$ cat src/rtl/ext_irq_pkg.sv
package ext_irq_pkg;

  typedef enum logic [1:0] {
    SENSE_LOW  = 2'b00,
    SENSE_RSV  = 2'b01,
    SENSE_FALL = 2'b10,
    SENSE_RISE = 2'b11
  } sense_mode_e;

  function automatic logic is_edge_mode(input sense_mode_e m);
    return (m == SENSE_FALL) || (m == SENSE_RISE);
  endfunction

endpackage

$ cat src/rtl/ext_irq_sync.sv
module ext_irq_sync #(
  parameter int STAGES = 2
) (
  input  logic clk,
  input  logic rst,
  input  logic d_i,
  output logic q_o
);
  logic [STAGES-1:0] stage_q;

  genvar g;
  generate
    for (g = 0; g < STAGES; g++) begin : g_stage
      if (g == 0) begin : g_first
        always_ff @(posedge clk) begin
          if (rst) stage_q[g] <= 1'b1;
          else     stage_q[g] <= d_i;
        end
      end else begin : g_next
        always_ff @(posedge clk) begin
          if (rst) stage_q[g] <= 1'b1;
          else     stage_q[g] <= stage_q[g-1];
        end
      end
    end
  endgenerate

  assign q_o = stage_q[STAGES-1];
endmodule

$ cat src/rtl/ext_irq_edge.sv
module ext_irq_edge
  import ext_irq_pkg::*;
#(
  parameter int BLANK_CYCLES = 2
) (
  input  logic        clk,
  input  logic        rst,
  input  logic        sync_i,
  input  sense_mode_e mode_i,
  output logic        set_o
);
  localparam int CW = $clog2(BLANK_CYCLES + 1);
  localparam logic [CW-1:0] BLANK_LOAD = CW'(BLANK_CYCLES);

  logic        prev_q;
  sense_mode_e mode_q;
  logic [CW-1:0] blank_cnt_q;
  logic        mode_changed;
  logic        blank;
  logic        fell, rose;

  assign mode_changed = (mode_i != mode_q);
  assign blank        = mode_changed || (blank_cnt_q != '0);
  assign fell         = prev_q && !sync_i;
  assign rose         = !prev_q && sync_i;

  always_ff @(posedge clk) begin
    if (rst) begin
      prev_q      <= 1'b1;
      mode_q      <= SENSE_LOW;
      blank_cnt_q <= BLANK_LOAD;
    end else begin
      prev_q <= sync_i;
      mode_q <= mode_i;
      if (mode_changed)           blank_cnt_q <= BLANK_LOAD;
      else if (blank_cnt_q != '0) blank_cnt_q <= blank_cnt_q - 1'b1;
    end
  end

  always_comb begin
    set_o = 1'b0;
    if (!blank) begin
      unique case (mode_i)
        SENSE_FALL: set_o = fell;
        SENSE_RISE: set_o = rose;
        default:    set_o = 1'b0;
      endcase
    end
  end
endmodule

$ cat src/rtl/ext_irq_flag.sv
module ext_irq_flag (
  input  logic clk,
  input  logic rst,
  input  logic set_i,
  input  logic clr_i,
  output logic flag_o
);
  always_ff @(posedge clk) begin
    if (rst)        flag_o <= 1'b0;
    else if (set_i) flag_o <= 1'b1;
    else if (clr_i) flag_o <= 1'b0;
  end
endmodule

$ cat src/rtl/ext_irq_sense.sv
module ext_irq_sense
  import ext_irq_pkg::*;
#(
  parameter int SYNC_STAGES = 2
) (
  input  logic       clk,
  input  logic       rst,
  input  logic       pin_i,
  input  logic [1:0] mode_i,
  input  logic       enable_i,
  input  logic       flag_clr_i,
  output logic       irq_flag_o,
  output logic       irq_req_o,
  output logic       wake_o
);
  sense_mode_e mode;
  logic        pin_sync;
  logic        edge_set;
  logic        level_hit;

  assign mode = sense_mode_e'(mode_i);

  ext_irq_sync #(.STAGES(SYNC_STAGES)) u_sync (
    .clk (clk),
    .rst (rst),
    .d_i (pin_i),
    .q_o (pin_sync)
  );

  ext_irq_edge #(.BLANK_CYCLES(SYNC_STAGES)) u_edge (
    .clk    (clk),
    .rst    (rst),
    .sync_i (pin_sync),
    .mode_i (mode),
    .set_o  (edge_set)
  );

  ext_irq_flag u_flag (
    .clk    (clk),
    .rst    (rst),
    .set_i  (edge_set),
    .clr_i  (flag_clr_i),
    .flag_o (irq_flag_o)
  );

  // Level path: no clock involved, usable while the clock is gated off.
  assign level_hit = enable_i && (mode == SENSE_LOW) && !pin_i;
  assign wake_o    = level_hit;

  always_comb begin
    if (mode == SENSE_LOW)   irq_req_o = level_hit;
    else if (is_edge_mode(mode)) irq_req_o = enable_i && irq_flag_o;
    else                     irq_req_o = 1'b0;
  end
endmodule

$ cat config.mk
export PLATFORM = sky130hd
export DESIGN_NAME = ext_irq_sense
export DESIGN_NICKNAME = d
export VERILOG_FILES = /design/src/rtl/ext_irq_pkg.sv /design/src/rtl/ext_irq_sync.sv /design/src/rtl/ext_irq_edge.sv /design/src/rtl/ext_irq_flag.sv /design/src/rtl/ext_irq_sense.sv
export SDC_FILE = /design/constraint.sdc
export NUM_CORES = 1
export LEC_CHECK = 0
export BUFFER_PORTS_ARGS = -buffer_cell sky130_fd_sc_hd__buf_2
export CAP_MARGIN = 0
export CORE_AREA = 4 4 41 43
export DETAILED_ROUTE_END_ITERATION = 8
export DIE_AREA = 0 0 45 47
export SYNTH_ARGS = -nofsm -noshare
export SYNTH_HDL_FRONTEND = slang
export SYNTH_SLANG_ARGS = --single-unit
$ cat constraint.sdc
create_clock -name clk -period 2.2 [get_ports clk]
set_input_delay 0.22 -clock clk [delete_from_list [all_inputs] [get_ports clk]]
set_output_delay 0.22 -clock clk [all_outputs]
set_load 0.03 [all_outputs]
==> metrics.csv, run 1 <==
stage,metric,value,unit
status,outcome,finished clean,
pwr,total power,0.294,mW
place,dpl cell area,382,um2
yosys,largest area contributor in the netlist,dfxtp_1,
sta,slew margin rel.,0.757,
clocking,Post-CTS Resized,0,
yosys,Gate Count Post-Synth,30,
yosys,Post-synth ARST share,0,
yosys,post-synthesis register bit count,8,
global_route,vias in the first global route,259,
routing,drc violations,0,
clocking,clk buf depth,2,
flow_run,Max Cap Violations,0,
pwr,power per cell area,727,nW/um2
sta,Tmin final,1290,ps
yosys,Netlist cell types,15,
routing,vias per inst,4.56,
clocking,Sink Count,8,
routing,DRT iter0 DRCs,0,
sta,final setup vio count,0,
global_route,global-route wire length before repair,986,um
sta,Final period util,0.588,
routing,total wire length,562,um
place,gpl congestion,0.744,
finish,# diodes,0,
die,Die Area,2120,um2
sta,Fin. Hold Viols,0,
worst_setup_path,WS Path Type,in2out,
die,Row Count,13,
die,Core ar.,1300,um2
finish,final core area utilization,0.311,
routing,via count,260,
global_route,largest net degree at the start of global routing,9,
finish,Synth-to-Final Area Change,27.2,%
die,Initial Util,0.244,
clocking,H-Tree Depth,1,
routing,wire per inst,9.86,um
routing,Initial DRT Pass Iterations,1,
yosys,largest cells by area after synthesis,"dfxtp_1 (50%), xor2_1 (8.3%), or2_2 (5.9%)",
yosys,Syn Area/Cell,10.6,um2
clocking,CTS tree,built,
yosys,synthesized area,318,um2
worst_setup_path,crit path capture type,output pin,
place,number of placed cells counting well taps,54,
sta,unrepaired setup endpoints after global routing,false,
die,IO Pins,10,
yosys,top-count cell post-synth,dfxtp_1,
min_path,worst hold start,pin_i,
yosys,yosys warns,0,
sta,Worst Skew,1.35,ps
worst_setup_path,CP Launch Type,input port,
yosys,top-area cell type share of the netlist area,0.504,
yosys,"Top FF cell, synth",dfxtp_1,
place,Port Buffers,9,
yosys,Synth top cells by count,"dfxtp_1 (8), or2_2 (3), xor2_1 (3)",
yosys,sequential fraction of the synthesis area,0.504,
clocking,clock transition at the registers of the reported paths,50,ps
yosys,"EDFF count, synth",0,
global_route,initial antenna violation count,0,
place,post-DP HPWL,435,um
clocking,Clock Tree Root,clkbuf_4,
pwr,maximum VDD drop,0.329,mV
worst_setup_path,crit path launch,mode_i[1],
global_route,total gr overflow,0,
yosys,syn_nets,38,
sta,Max Freq,772,MHz
clocking,"Clk Latency, worst-skew pair",240,ps
clocking,Num CTS Buffers,3,
min_path,Hold Path Class,in2reg,
finish,share of layout cells above drive strength 1,0.381,
sta,Setup Total Neg Slack,0,ps
worst_setup_path,Reg-to-Reg Start,u_edge.blank_cnt_q[0]$_SDFFE_PP0P_,
worst_setup_path,CP Data Arrival Time,1070,ps
die,Die H,47,um
sta,Pins Over Slew Limit,0,
finish,filler cell count,150,
worst_setup_path,crit path max fanout,4,
clocking,# hold bufs at CTS,0,
sta,Worst-Margin Slew,360,ps
die,Chip Width,45,um
pwr,LEAKAGE,0.192,nW
clocking,postcts setup bufs,0,
finish,Finished Cell Area,404,um2
finish,final std cells w/o fill,57,
routing,post-route ant nets,0,
finish,Final #Nets,52,
global_route,all-layer global routing usage,0.0689,
worst_setup_path,required time at the worst-slack endpoint,1980,ps
[area by class of cell]
| cell class | count | area [um2] | share of cell area |
|---|---|---|---|
| Tap cell | 15 | 18.8 | 0.0464 |
| Sequential cell | 8 | 160 | 0.396 |
| Inverter | 2 | 7.51 | 0.0186 |
| Clock buffer | 3 | 22.5 | 0.0557 |
| Timing Repair Buffer | 9 | 45.0 | 0.111 |
| Multi-Input combinational cell | 20 | 150 | 0.372 |
[metal layers]
| metal | track usage | up-vias | share of wire |
|---|---|---|---|
| li1 | - | 132 | - |
| met1 | 0.0665 | 118 | 0.43 |
| met2 | 0.113 | 10 | 0.50 |
| met3 | 0.0345 | 0 | 0.068 |
| met4 | 0.0526 | 0 | 0 |
| met5 | 0 | - | 0 |
[worst max-delay path: stages]
cell and delay [ps]:
buf_2 120, nor4b_1 380, a31o_2 160, buf_2 190
[placed cells by master, fill, tap and decap left out, drive strengths merged, types with 2 or more instances in the layout]
cell type,instances
xor2,3
dfxtp,8
clkbuf,3
nand2,2
nor2b,2
or2,3
nor4b,2
buf,9
inv,2
[cells by family after synthesis]
kind of cell | count (synthesis) | share of synthesized area
buf+inv | 2 | 0.0236
simple gates | 13 | 0.264
mux | 1 | 0.0315
flops | 8 | 0.504
compound gates | 2 | 0.0551
xor+xnor | 3 | 0.0827
fa+ha+maj | 1 | 0.0394
[worst paths after layout]
check / end / slack (ps) / cells after the start
worst min register to register: u_sync.q_o$_SDFF_PP1_ / 420 / 1
worst max-delay path: irq_req_o / 910 / 4
worst max register to register: u_edge.blank_cnt_q[1]$_SDFFE_PP1P_ / 950 / 4
worst min-delay path: u_sync.stage_q[0]$_SDFF_PP1_ / 190 / 2
[state kept, by name, indices dropped and copies added, names as in the netlist]
signal and count:
u_flag.flag_o 1, u_sync.q_o 1, u_edge.prev_q 1, u_sync.stage_q 1
u_edge.blank_cnt_q 2, u_edge.mode_q 2
[power breakdown]
part	switching (mW)	internal (mW)	total, mW
registers	0.00326	0.152	0.155
clock network	0.0454	0.0621	0.108
logic	0.0158	0.0152	0.0310
[stage by stage]
step	hold WS (ps)	setup slack [ps]
6_report	191	905
5_1_grt	191	803
4_1_cts	182	885
3_5_place_dp	397	889
3_3_place_gp	392	949
2_1_floorplan	292	263
Power figures use the tool's default switching activity.
==> inputs of run 2 (changes only) <==
==> constraint.sdc (replaced) <==
create_clock -name clk -period 1.2 [get_ports clk]
set_input_delay 0.12 -clock clk [delete_from_list [all_inputs] [get_ports clk]]
set_output_delay 0.12 -clock clk [all_outputs]
set_load 0.03 [all_outputs]
==> run 2 against run 1 <==
- cell count up 3.5%
- utilization up 3.4 points
- clock skew up 4.9 ps
- final area up 11%
- sequential share of layout area down 3.6 points
- non-clock buffer count up 2
- clock-buffer cell count unchanged
==> metrics.csv, run 2 (synthesis gave the netlist of run 1 again) <==
stage,metric,value,unit,change
status,outcome,finished clean,,
finish,final core area utilization,0.344,,+0.0337
finish,Finished Cell Area,448,um2,+11%
worst_setup_path,r2r endpoint,u_edge.blank_cnt_q[1]$_SDFFE_PP1P_,,
flow_run,Max Cap Violations,0,,unchanged
clocking,clk buf depth,2,,unchanged
die,Chip Width,45,um,unchanged
routing,Initial DRT Pass Iterations,1,,unchanged
finish,Final #Nets,54,,+3.8%
worst_setup_path,reg2reg path depth,4,,unchanged
pwr,total power,0.556,mW,+89%
routing,via count,256,,-1.5%
global_route,"Most Used Layer, Global Route",met2,,
sta,Pins Over Slew Limit,0,,unchanged
min_path,hold worst-path end,u_sync.stage_q[0]$_SDFF_PP1_,,
place,dpl cell area,415,um2,+8.9%
global_route,initial antenna violation count,0,,unchanged
routing,post-route ant nets,0,,unchanged
sta,slew margin rel.,0.790,,+0.0333
worst_setup_path,Reg2Reg Setup Slack,30,ps,-920 ps
worst_setup_path,CP Launch Type,flip-flop,,
global_route,total gr overflow,0,,unchanged
place,gpl congestion,0.658,,-12%
worst_setup_path,crit path capture type,flip-flop,,
pwr,Internal,0.432,mW,+89%
min_path,worst hold start,pin_i,,
pwr,Seq pwr share,0.514,,-0.014
finish,most frequent cells in the layout,"buf_2 (9), dfxtp_1 (7), xor2_1 (3), or2_2 (3), clkbuf_4 (3)",,
sta,Final period util,0.973,,
die,Die H,47,um,unchanged
global_route,met1 Use GR,0.0736,,+0.00705
sta,Worst-Margin Slew,311,ps,-49.3 ps
worst_setup_path,crit path max fanout,2,,-2
clocking,Clock Tree Root,clkbuf_4,,
place,number of placed cells counting well taps,56,,+3.7%
pwr,clock network power share,0.350,,-0.016
die,Row Count,13,,unchanged
finish,filler cell count,147,,-2.0%
min_path,hold depth,2,,unchanged
finish,share of layout cells above drive strength 1,0.523,,+0.142
global_route,global-route wire length before repair,1030,um,+4.3%
finish,"commonest non-fill, non-tap cell in the layout",buf_2,,
global_route,met3 Use GR,0.0575,,+0.0230
clocking,postcts setup bufs,0,,unchanged
worst_setup_path,CP Data Arrival Time,1290,ps,+220 ps
clocking,Sink Count,8,,unchanged
worst_setup_path,required time at the worst-slack endpoint,1330,ps,-650 ps
pwr,Comb pwr share,0.136,,+0.030
finish,biggest regs,"u_edge.blank_cnt_q x2, u_edge.mode_q x2",,
place,post-DP HPWL,463,um,+6.6%
routing,total wire length,585,um,+4.1%
sta,final setup vio count,0,,unchanged
clocking,"Clk Latency, worst-skew pair",250,ps,about the same
sta,Fin. Hold Viols,0,,unchanged
sta,final worst slack,32.0,ps,-873 ps
sta,Max Freq,856,MHz,
routing,DRT iter0 DRCs,0,,unchanged
die,Die Area,2120,um2,unchanged
global_route,largest net degree at the start of global routing,9,,unchanged
routing,vias per inst,4.34,,-4.9%
clocking,Num CTS Buffers,3,,unchanged
global_route,vias in the first global route,255,,-1.5%
die,IO Pins,10,,unchanged
pwr,Sw Ratio,0.223,,+0.00313
pwr,Switching Power,0.124,mW,+92%
finish,area of the multi-input gates,178,um2,+18%
finish,Synth-to-Final Area Change,40.9,%,
sta,Setup Total Neg Slack,0,ps,unchanged
clocking,H-Tree Depth,1,,unchanged
global_route,all-layer global routing usage,0.0769,,+0.00798
global_route,grt met2 use,0.107,,-0.00565
clocking,clock transition at the registers of the reported paths,50,ps,about the same
sta,Worst Skew,6.21,ps,+4.85 ps
place,worst slack at placement,-15.7,ps,-905 ps
clocking,CTS tree,built,,
min_path,Hold Path Class,in2reg,,
die,Core ar.,1300,um2,unchanged
pwr,maximum VDD drop,0.539,mV,+64%
routing,wire per inst,9.92,um,+0.56%
sta,Tmin final,1170,ps,
sta,unrepaired setup endpoints after global routing,true,,
routing,drc violations,0,,unchanged
worst_setup_path,WS Path Type,reg2reg,,
finish,final std cells w/o fill,59,,+3.5%
finish,# diodes,0,,unchanged
die,Initial Util,0.244,,unchanged
sta,WHS,113,ps,-78.0 ps
pwr,LEAKAGE,0.208,nW,+8.4%
pwr,power per cell area,1240,nW/um2,+71%
worst_setup_path,Reg-to-Reg Start,u_edge.blank_cnt_q[0]$_SDFFE_PP0P_,,
place,Port Buffers,9,,unchanged
finish,area taken by flip-flops and latches,161,um2,+0.78%
==> run 2: cell types whose count changed in the layout (fill, tap and decap cells not counted) <==
cell,change
buf_4,+2
dfxtp_1,-1
dfxtp_2,+1
ha_1,-1
ha_4,+1
inv_1,-2
inv_2,+2
nor4b_1,-1
nor4b_4,+1
==> run 2: worst max-delay path: stages (launching register included) <==
cell	delay (ps)
dfxtp_2	330
inv_2	50
ha_4	240
mux2i_1	50
or4_1	380
==> run 2: timing repair <==
item,in CTS,in global routing
setup endpoints to repair,1,1
resized for setup,1,2
hold buffers,0,0
==> run 2: cell type report <==
class,instances,area share
well taps,15,0.0419
multi-input cells,20,0.397
inverters,2,0.0168
flip-flops and latches,8,0.360
clock buffers,3,0.0503
repair buffers,11,0.134
==> run 2: layer usage <==
metal / up-vias / share of wire
li1: 135 / -
met1: 111 / 0.43
met2: 10 / 0.47
met3: 0 / 0.096
met4: 0 / 0
met5: - / 0
==> run 2: worst max path at each step <==
stage	from	to	slack, ps	cells after the start
final	u_edge.blank_cnt_q[0]$_SDFFE_PP0P_	u_edge.blank_cnt_q[1]$_SDFFE_PP1P_	30	4
after global routing	u_edge.blank_cnt_q[0]$_SDFFE_PP0P_	u_edge.blank_cnt_q[1]$_SDFFE_PP1P_	-30	4
after CTS	u_edge.blank_cnt_q[0]$_SDFFE_PP0P_	u_edge.blank_cnt_q[1]$_SDFFE_PP1P_	1	4
after detailed placement	u_edge.blank_cnt_q[0]$_SDFFE_PP0P_	u_edge.blank_cnt_q[1]$_SDFFE_PP1P_	-20	4
after global placement	u_edge.blank_cnt_q[0]$_SDFFE_PP0P_	u_edge.blank_cnt_q[1]$_SDFFE_PP1P_	2	4
after floorplan	u_edge.blank_cnt_q[0]$_SDFFE_PP0P_	u_edge.blank_cnt_q[1]$_SDFFE_PP1P_	10	4
==> run 2: power groups by stage <==
stage               combinational (mW)  sequential, mW  clock (mW)
floorplan                       0.0382           0.290           0
global placement                0.0690           0.290           0
detailed placement              0.0708           0.291           0
CTS                             0.0759           0.285       0.212
global route                    0.0856           0.286       0.234
finish                          0.0754           0.286       0.195
==> inputs of run 3 (changes only) <==
--- a/config.mk
+++ b/config.mk
@@ -5,11 +5,12 @@
 export SDC_FILE = /design/constraint.sdc
 export NUM_CORES = 1
 export LEC_CHECK = 0
-export BUFFER_PORTS_ARGS = -buffer_cell sky130_fd_sc_hd__buf_2
+export BUFFER_PORTS_ARGS = -buffer_cell sky130_fd_sc_hd__buf_4
 export CAP_MARGIN = 0
 export CORE_AREA = 4 4 41 43
 export DETAILED_ROUTE_END_ITERATION = 8
 export DIE_AREA = 0 0 45 47
+export SETUP_SLACK_MARGIN = 0.1
 export SYNTH_ARGS = -nofsm -noshare
 export SYNTH_HDL_FRONTEND = slang
 export SYNTH_SLANG_ARGS = --single-unit
==> run 3 against run 2 <==
- die area unchanged
- critical path depth unchanged
- clock skew down 5.4 ps
- worst setup slack worse by 6.4 ps
- first-iteration DRC count unchanged
- final area up 8.1%
- routed wire length up 3.4%
- hold slack worse by 29 ps
- sequential power about the same
- global-route usage up 0.49 points
- clock-buffer cell count unchanged
- critical path type unchanged
- largest cell class unchanged
==> metrics.csv, run 3 (synthesis gave the netlist of run 1 again) <==
stage,metric,value,unit,change
global_route,all-layer global routing usage,0.0818,,+0.00489
routing,vias per inst,4.45,,+2.6%
min_path,worst hold start,rst,,
sta,Worst Skew,0.808,ps,-5.40 ps
die,Die H,47,um,unchanged
global_route,grt met2 use,0.119,,+0.0113
finish,Synth-to-Final Area Change,52.4,%,
global_route,total gr overflow,0,,unchanged
routing,wire per inst,10.1,um,+1.7%
clocking,clock transition at the registers of the reported paths,50,ps,about the same
global_route,"Most Used Layer, Global Route",met2,,
global_route,largest net degree at the start of global routing,9,,unchanged
worst_setup_path,CP Data Arrival Time,1300,ps,about the same
clocking,Sink Count,8,,unchanged
finish,area taken by flip-flops and latches,164,um2,+1.6%
sta,slew margin rel.,0.821,,+0.0312
finish,area of the multi-input gates,178,um2,unchanged
finish,# diodes,0,,unchanged
finish,"commonest non-fill, non-tap cell in the layout",buf_4,,
routing,post-route ant nets,0,,unchanged
clocking,H-Tree Depth,1,,unchanged
status,outcome,finished clean,,
finish,most frequent cells in the layout,"buf_4 (11), dfxtp_1 (5)",,
sta,Pins Over Slew Limit,0,,unchanged
die,Row Count,13,,unchanged
sta,Fin. Hold Viols,0,,unchanged
worst_setup_path,Reg-to-Reg Start,u_edge.blank_cnt_q[0]$_SDFFE_PP0P_,,
die,Chip Width,45,um,unchanged
sta,final setup vio count,0,,unchanged
clocking,Clock Tree Root,clkbuf_4,,
routing,total wire length,605,um,+3.4%
finish,Final #Nets,55,,+1.9%
routing,via count,267,,+4.3%
global_route,met3 Use GR,0.0575,,unchanged
finish,share of layout cells above drive strength 1,0.578,,+0.0551
pwr,power per cell area,1180,nW/um2,-4.8%
clocking,"Clk Latency, worst-skew pair",250,ps,about the same
global_route,met1 Use GR,0.0855,,+0.0119
routing,Initial DRT Pass Iterations,1,,unchanged
place,dpl cell area,430,um2,+3.6%
finish,final core area utilization,0.372,,+0.0279
worst_setup_path,WS Path Type,reg2reg,,
worst_setup_path,CP Launch Type,flip-flop,,
worst_setup_path,crit path launch,u_edge.blank_cnt_q[0]$_SDFFE_PP0P_,,
min_path,Hold Path Class,in2reg,,
sta,Tmin final,1170,ps,+6.35 ps
global_route,vias in the first global route,289,,+13%
clocking,Num CTS Buffers,3,,unchanged
finish,Finished Cell Area,484,um2,+8.1%
place,gpl congestion,0.652,,-0.91%
worst_setup_path,required time at the worst-slack endpoint,1320,ps,about the same
sta,Max Freq,852,MHz,-0.54%
die,IO Pins,10,,unchanged
clocking,clk buf depth,2,,unchanged
place,Port Buffers,9,,unchanged
worst_setup_path,crit path capture type,flip-flop,,
finish,filler cell count,149,,+1.4%
global_route,initial antenna violation count,0,,unchanged
sta,WHS,83.4,ps,-29.3 ps
sta,unrepaired setup endpoints after global routing,true,,
sta,Final period util,0.979,,+0.00529
pwr,maximum VDD drop,0.470,mV,-13%
clocking,# hold bufs at CTS,0,,unchanged
global_route,global-route wire length before repair,1150,um,+11%
worst_setup_path,crit path max fanout,2,,unchanged
sta,Worst-Margin Slew,265,ps,-46.1 ps
routing,drc violations,0,,unchanged
die,Initial Util,0.244,,unchanged
routing,DRT iter0 DRCs,0,,unchanged
flow_run,Max Cap Violations,0,,unchanged
place,post-DP HPWL,457,um,-1.4%
die,Core ar.,1300,um2,unchanged
finish,biggest regs,"u_edge.blank_cnt_q x2, u_edge.mode_q x2",,
die,Die Area,2120,um2,unchanged
pwr,LEAKAGE,0.220,nW,+5.4%
clocking,CTS tree,built,,
## run 3: cell count changes in the layout (fill, tap and decap cells not counted), sizes merged
cell | previous run | this run
buf | 11 | 12
## run 3: where the power goes
| part | total, mW | switching (mW) | leakage, nW | internal, mW |
|---|---|---|---|---|
| logic | 0.0860 | 0.0374 | 0.139 | 0.0486 |
| registers | 0.286 | 0.00668 | 0.0664 | 0.280 |
| clock network | 0.200 | 0.0860 | 0.0138 | 0.114 |
| total | 0.572 | 0.130 | 0.220 | 0.442 |
## run 3: what timing repair did
item / 4_1_cts / 5_1_grt
setup endpoints to repair: 1 / 3
endpoints found under the hold margin: 0 / 0
setup buffers: 1 / 1
resized for setup: 3 / 2
## run 3: layer usage
| layer | vias to the layer above | wire (um) |
|---|---|---|
| li1 | 140 | - |
| met1 | 117 | 286 |
| met2 | 10 | 267 |
| met3 | 0 | 51 |
| met4 | 0 | 0 |
| met5 | - | 0 |
## run 3: through the flow
step | power, mW | std cells | setup WS, ps | TNS [ps]
5_1_grt | 0.622 | 60 | -18.1 | -18.1
4_1_cts | 0.588 | 59 | 9.71 | 0
3_3_place_gp | 0.363 | 55 | -8.53 | -8.53
6_report | 0.572 | 60 | 25.6 | 0
2_1_floorplan | 0.328 | 30 | 15.4 | 0
3_5_place_dp | 0.366 | 55 | -43.4 | -43.4
## run 3: final timing paths
path / end / slack (ps) / cells past startpoint
max: u_edge.blank_cnt_q[1]$_SDFFE_PP1P_ / 30 / 4
min: u_edge.mode_q[0]$_SDFF_PP0_ / 80 / 2
max reg2reg: u_edge.blank_cnt_q[1]$_SDFFE_PP1P_ / 30 / 4
min reg2reg: u_sync.q_o$_SDFF_PP1_ / 410 / 1
## run 3: layout make-up
type                            instances  share of cell area
Tap cell                               15              0.0388
Timing Repair Buffer                   12               0.194
Multi-Input combinational cell         20               0.367
Clock buffer                            3              0.0465
Inverter                                2              0.0155
Sequential cell                         8               0.339
## run 3: critical path, cell delays in order (launching register included)
cell     delay, ps
dfxtp_2        330
inv_2           40
ha_4           240
mux2i_1         50
or4_1          390
